**src/rtl/ucs_pkg.sv**
```systemverilog
package ucs_pkg;
  // control word bit positions
  localparam int CB_PC_OE   = 0;
  localparam int CB_MAR_LD  = 1;
  localparam int CB_MEM_OE  = 2;
  localparam int CB_IR_LD   = 3;
  localparam int CB_PC_INC  = 4;
  localparam int CB_A_LD    = 5;
  localparam int CB_B_LD    = 6;
  localparam int CB_ALU_OE  = 7;
  localparam int CB_OUT_LD  = 8;
  localparam int CB_DONE    = 31;

  // sample opcodes
  localparam logic [7:0] OP_SHORT = 8'h01;
  localparam logic [7:0] OP_LONG  = 8'h02;
endpackage

```
**src/rtl/ucs_state_ctr.sv**
```systemverilog
module ucs_state_ctr #(
  parameter int NUM_STATES = 16,
  localparam int ST_W = $clog2(NUM_STATES)
) (
  input  logic            clk,
  input  logic            rst,
  input  logic            hold,
  input  logic            finish,
  output logic [ST_W-1:0] state_q
);
  localparam logic [ST_W-1:0] LAST = ST_W'(NUM_STATES - 1);

  always_ff @(posedge clk) begin
    if (rst)                         state_q <= '0;
    else if (hold)                   state_q <= state_q;
    else if (finish || state_q == LAST) state_q <= '0;
    else                             state_q <= state_q + 1'b1;
  end

  assert_reset_fetch_R1: assert property (@(posedge clk)
    $past(rst) |-> state_q == '0);

  assert_step_R5: assert property (@(posedge clk) disable iff (rst)
    (!hold && !finish && state_q != LAST) |=> state_q == ST_W'($past(state_q) + 1'b1));

  assert_wrap_R6: assert property (@(posedge clk) disable iff (rst)
    (!hold && state_q == LAST) |=> state_q == '0);

  assert_end_early_R7: assert property (@(posedge clk) disable iff (rst)
    (!hold && finish) |=> state_q == '0);

  assert_freeze_R9: assert property (@(posedge clk) disable iff (rst)
    hold |=> $stable(state_q));
endmodule

```
**src/rtl/ucs_ctrl_store.sv**
```systemverilog
module ucs_ctrl_store
  import ucs_pkg::*;
#(
  parameter int OPC_W      = 8,
  parameter int NUM_STATES = 16,
  parameter int CW_W       = 32,
  localparam int ST_W = $clog2(NUM_STATES)
) (
  input  logic [OPC_W-1:0] opcode,
  input  logic [ST_W-1:0]  state_idx,
  output logic [CW_W-1:0]  exec_word
);
  localparam logic [ST_W-1:0] LAST = ST_W'(NUM_STATES - 1);

  // sample microcode, indexed by opcode and execution state
  function automatic logic [CW_W-1:0] lookup(logic [OPC_W-1:0] opc, logic [ST_W-1:0] idx);
    logic [CW_W-1:0] w;
    w = '0;
    if (opc == OPC_W'(OP_SHORT)) begin
      if (idx == ST_W'(2)) begin
        w[CB_A_LD]   = 1'b1;
        w[CB_ALU_OE] = 1'b1;
        w[CB_DONE]   = 1'b1;
      end
    end else if (opc == OPC_W'(OP_LONG)) begin
      if (idx == LAST) begin
        w[CB_B_LD] = 1'b1;
      end else if (idx >= ST_W'(2)) begin
        w[CB_ALU_OE] = 1'b1;
        w[CB_OUT_LD] = 1'b1;
      end
    end else begin
      if (idx == ST_W'(2)) w[CB_DONE] = 1'b1;
    end
    return w;
  endfunction

  always_comb exec_word = lookup(opcode, state_idx);
endmodule

```
**src/rtl/ucs_word_sel.sv**
```systemverilog
module ucs_word_sel
  import ucs_pkg::*;
#(
  parameter int NUM_STATES = 16,
  parameter int CW_W       = 32,
  localparam int ST_W = $clog2(NUM_STATES)
) (
  input  logic [ST_W-1:0] state_idx,
  input  logic [CW_W-1:0] exec_word,
  input  logic            frozen,
  output logic [CW_W-1:0] word
);
  always_comb begin
    word = '0;
    if (!frozen) begin
      if (state_idx == ST_W'(0)) begin
        word[CB_PC_OE]  = 1'b1;
        word[CB_MAR_LD] = 1'b1;
      end else if (state_idx == ST_W'(1)) begin
        word[CB_MEM_OE] = 1'b1;
        word[CB_IR_LD]  = 1'b1;
        word[CB_PC_INC] = 1'b1;
      end else begin
        word = exec_word;
      end
    end
  end
endmodule

```
**src/rtl/ucs_sequencer.sv**
```systemverilog
module ucs_sequencer
  import ucs_pkg::*;
#(
  parameter int OPC_W      = 8,
  parameter int NUM_STATES = 16,
  parameter int CW_W       = 32,
  localparam int ST_W = $clog2(NUM_STATES)
) (
  input  logic             clk,
  input  logic             rst,
  input  logic             halt,
  input  logic [OPC_W-1:0] ir_opcode,
  input  logic             done_strobe,
  output logic [ST_W-1:0]  state_idx,
  output logic [CW_W-1:0]  ctrl_word
);
  logic            halted_q;
  logic            frozen;
  logic            in_exec;
  logic            finish;
  logic [CW_W-1:0] exec_word;

  always_ff @(posedge clk) begin
    if (rst) halted_q <= 1'b0;
    else     halted_q <= halted_q | halt;
  end

  assign frozen  = halt | halted_q;
  assign in_exec = state_idx >= ST_W'(2);
  assign finish  = in_exec & (exec_word[CB_DONE] | done_strobe);

  ucs_state_ctr #(.NUM_STATES(NUM_STATES)) u_ctr (
    .clk     (clk),
    .rst     (rst),
    .hold    (frozen),
    .finish  (finish),
    .state_q (state_idx)
  );

  ucs_ctrl_store #(.OPC_W(OPC_W), .NUM_STATES(NUM_STATES), .CW_W(CW_W)) u_store (
    .opcode    (ir_opcode),
    .state_idx (state_idx),
    .exec_word (exec_word)
  );

  ucs_word_sel #(.NUM_STATES(NUM_STATES), .CW_W(CW_W)) u_sel (
    .state_idx (state_idx),
    .exec_word (exec_word),
    .frozen    (frozen),
    .word      (ctrl_word)
  );

  assert_halt_zero_R9: assert property (@(posedge clk) disable iff (rst)
    halted_q |-> ctrl_word == '0);

  assert_strobe_ignored_R8: assert property (@(posedge clk) disable iff (rst)
    (!frozen && state_idx == ST_W'(1)) |=> state_idx == ST_W'(2));
endmodule

```
**config.mk**
```make
export PLATFORM = sky130hd
export DESIGN_NAME = ucs_sequencer
export DESIGN_NICKNAME = d
export VERILOG_FILES = /design/src/rtl/ucs_pkg.sv /design/src/rtl/ucs_state_ctr.sv /design/src/rtl/ucs_ctrl_store.sv /design/src/rtl/ucs_word_sel.sv /design/src/rtl/ucs_sequencer.sv
export SDC_FILE = /design/constraint.sdc
export NUM_CORES = 1
export LEC_CHECK = 0
export CAP_MARGIN = 20
export CORE_AREA = 3 3 40 42
export DETAILED_ROUTE_END_ITERATION = 10
export DIE_AREA = 0 0 43 45
export DONT_BUFFER_PORTS = 1
export SLEW_MARGIN = 30
export SYNTH_ARGS = -nofsm -noshare
export SYNTH_HDL_FRONTEND = slang
export SYNTH_SLANG_ARGS = --single-unit
```
**constraint.sdc**
```tcl
create_clock -name clk -period 4 [get_ports clk]
set_input_delay 0.4 -clock clk [delete_from_list [all_inputs] [get_ports clk]]
set_output_delay 0.4 -clock clk [all_outputs]
set_load 0.02 [all_outputs]
```
==> impl_results.md <==
- Status: completed
- Crit Path Category: reg2out
- Root buffer cell: clkbuf_4
- Tcrit/Tclk final: 0.6219
- Largest net degree at the start of global routing: 10
- Cell variety after synth: 31
- Highest Clock Rate: 0.4020 GHz
- Most frequent cells in the layout: conb_1 (22), nor2_1 (8), nand4_1 (5), a21oi_1 (5), dfxtp_1 (5)
- Largest family of logic cells by synthesized area: simple AND/OR/NAND/NOR gates
- FF-to-FF Start: u_ctr.state_q[0]
- Post-Synth XOR/XNOR Area: 0
- DR vias: 509
- DR top layer: met4
- GRT overflow: 0
- Maximum VDD drop: 0.0001572 V
- PnR worst setup slack: 1512 ps
- Worst hold slack: 225.1 ps
- Hold Buf Count CTS: 0
- Critical Path Sink Type: output pin
- Post-Syn Area per Cell: 7.684 µm²
- CP max stage cell: dfxtp_1
- Finished Layout Cells: 98
- R2R Path End: u_ctr.state_q[3]
- Post-Syn Instances: 85
- Adder-cell share of the synthesized area: 0.07663
- CP Cell Sequence: inv_1, ha_1, nor2_1, nand4_1, or2_1, a21oi_1
- Die Ht: 45 µm
- Critical Path RT: 3600 ps
- Vias in the first global route: 422
- Layout Utilization: 0.4518
- Wl on met1: 465 µm
- Fin. Hold Viols: 0
- Max FO, Critical Path: 6
- FP Rows: 13
- Multiplexer share of the synthesized area: 0
- Min-delay src: rst
- First-pass GRT wire length: 1.794 mm
- TNS Setup: 0 ps
- Slew Limit Fails: 0
- Leak Pwr: 0.2347 nW
- Most common cell after layout, fill and taps aside: conb_1
- CP Data Arrival Time: 2090 ps
- Max-Cap Viols: 0
- Worst-Margin Slew: 654.6 ps
- Die ar.: 1935 µm²
- Die W: 43 µm
- Seq/Total Area, Yosys: 0.1533
- Largest stage delay on the critical path: 530 ps
- Simple-Gate Fraction of Synth Area: 0.3487
- Number of diodes: 0
- TritonCTS buffer count: 3
- Clk Latency, worst-skew pair: 240 ps
- Compound-Gate Fraction of Synth Area: 0.1034
- Reg2reg path depth: 6
- 1st-pass router iterations: 4
- Initial antenna violation count: 0
- Fin nets: 100
- Hold Path Class: in2reg
- Slew margin rel.: 0.5603
- DRT antenna net count: 0
- Share of cells above drive strength 1: 0.1084
- FF-to-FF setup slack: 2320 ps
- Met2 Routed Length: 524 µm
- Gates resized, CTS repair: 0
- Yosys reg bits: 5
- Post-route minimum period: 2488 ps
- Syn-to-layout area delta: -11.11%
- Hold Path Stages: 1
- Final Routed Wirelength: 1.169 mm
- TritonCTS clock tree: built
- Routed WL per cell: 11.93 µm
- CTS clock-pin slew for the worst setup and hold paths: 40 ps
- Global Route Usage Sum: 0.1249
- CTS Buffer Depth: 2
- Final setup vio count: 0
- Met3 routed WL: 171 µm
- RSZ-0062 raised after global routing: false
- YS warnings: 0
- Post-CTS Setup Inserts: 0
- Initial Util: 0.5083
- Setup WS pre-CTS: 1774 ps
- DR DRC count: 0
- WHS Endpoint: u_ctr.state_q[1]
- DP Cell Count: 94
- Startpoint types: flip-flop
- Layout Skew: 0.1786 ps
- CTS H-tree depth: 1
- Number of vias per cell: 5.194
- DP Wirelength: 977.6 µm
- Gp weighted congestion: 0.7285
- Core area: 1285 µm²
- CTS Sinks: 5
- Power Dens Cells: 272.7 nW/µm²
- Buffers on Ports: 0
- Initial drt markers: 9
- Synth Cell Area: 653.1 µm²
- I/O pins: 48
## report_power, final
part	leakage (nW)	internal, W	switching [W]
logic	0.179	0.00000908	0.0000338
registers	0.0409	0.0000524	0.00000595
clock network	0.0150	0.0000376	0.0000194
total	0.235	0.0000992	0.0000591
## how the worst max path moves through the flow
stage / startpoint / to / slack, ps / cells past startpoint
after global placement: u_ctr.state_q[0] / ctrl_word[7] / 1780 / 6
after global routing: u_ctr.state_q[0] / ctrl_word[7] / 1350 / 6
final: u_ctr.state_q[0] / ctrl_word[7] / 1510 / 6
after floorplan: ir_opcode[3] / ctrl_word[6] / 1900 / 3
after CTS: u_ctr.state_q[0] / ctrl_word[7] / 1500 / 6
after detailed placement: u_ctr.state_q[0] / ctrl_word[7] / 1770 / 6
## flip-flops by register name, indices dropped and copies added, names as in the netlist
name and flops:
halted_q 1, u_ctr.state_q 4
## Yosys cell counts
cell	instances	share of area
nor3b_1	1	0.011
a31oi_1	1	0.0096
buf_4	25	0.29
nor3_1	1	0.0077
nor2b_1	1	0.0096
or3_1	1	0.0096
and2_1	1	0.0096
inv_1	2	0.011
and2b_1	1	0.011
clkbuf_2	1	0.0077
ha_1	4	0.077
nand4_1	5	0.048
or2_2	1	0.0096
and4_1	1	0.013
a21oi_1	5	0.038
nor3_2	1	0.015
or4_4	1	0.017
a211o_1	1	0.013
and3b_1	1	0.013
conb_1	1	0.0057
or4b_4	1	0.021
nor4_4	1	0.033
dfxtp_1	5	0.15
nand2_1	4	0.023
clkbuf_1	1	0.0057
or2_1	2	0.019
nor2_1	8	0.046
nand3_1	4	0.031
o211ai_2	1	0.019
o31ai_1	1	0.011
o211ai_1	1	0.011
## per-stage QoR
step	instance area [µm²]	power, W
final	580.6	0.0001583
after global routing	580.6	0.0001727
after CTS	580.6	0.0001615
after detailed placement	554.3	0.0001019
after global placement	554.3	0.0001017
after floorplan	732.0	0.0001159
## cell type report
type	instances	area [µm²]
Clock buffer	4	26.28
Multi-Input combinational cell	72	427.9
Sequential cell	5	100.1
Tap cell	15	18.77
Fill cell	138	704.4
Inverter	2	7.507
## worst max-delay path, delay by kind of cell, from the launching register on
family          cells  cell delay (ps)
flops               1              530
simple gates        3              530
compound gates      1              400
fa+ha+maj           1              250
buf+inv             1              140
## metal layers
metal,track usage,vias to the layer above
li1,-,246
met1,0.1494,227
met2,0.1886,34
met3,0.03984,2
met4,0.09036,0
met5,0,-
## cells by family (layout without fill, tap and decap cells)
group,count (synthesis),count (layout)
buffers and inverters,29,6
flip-flops,5,5
other,1,22
AO/OA/AOI/OAI,10,10
AND/OR/NAND/NOR,36,36
adder cells (fa/ha/maj),4,4
(Power assumes the default switching activity.)
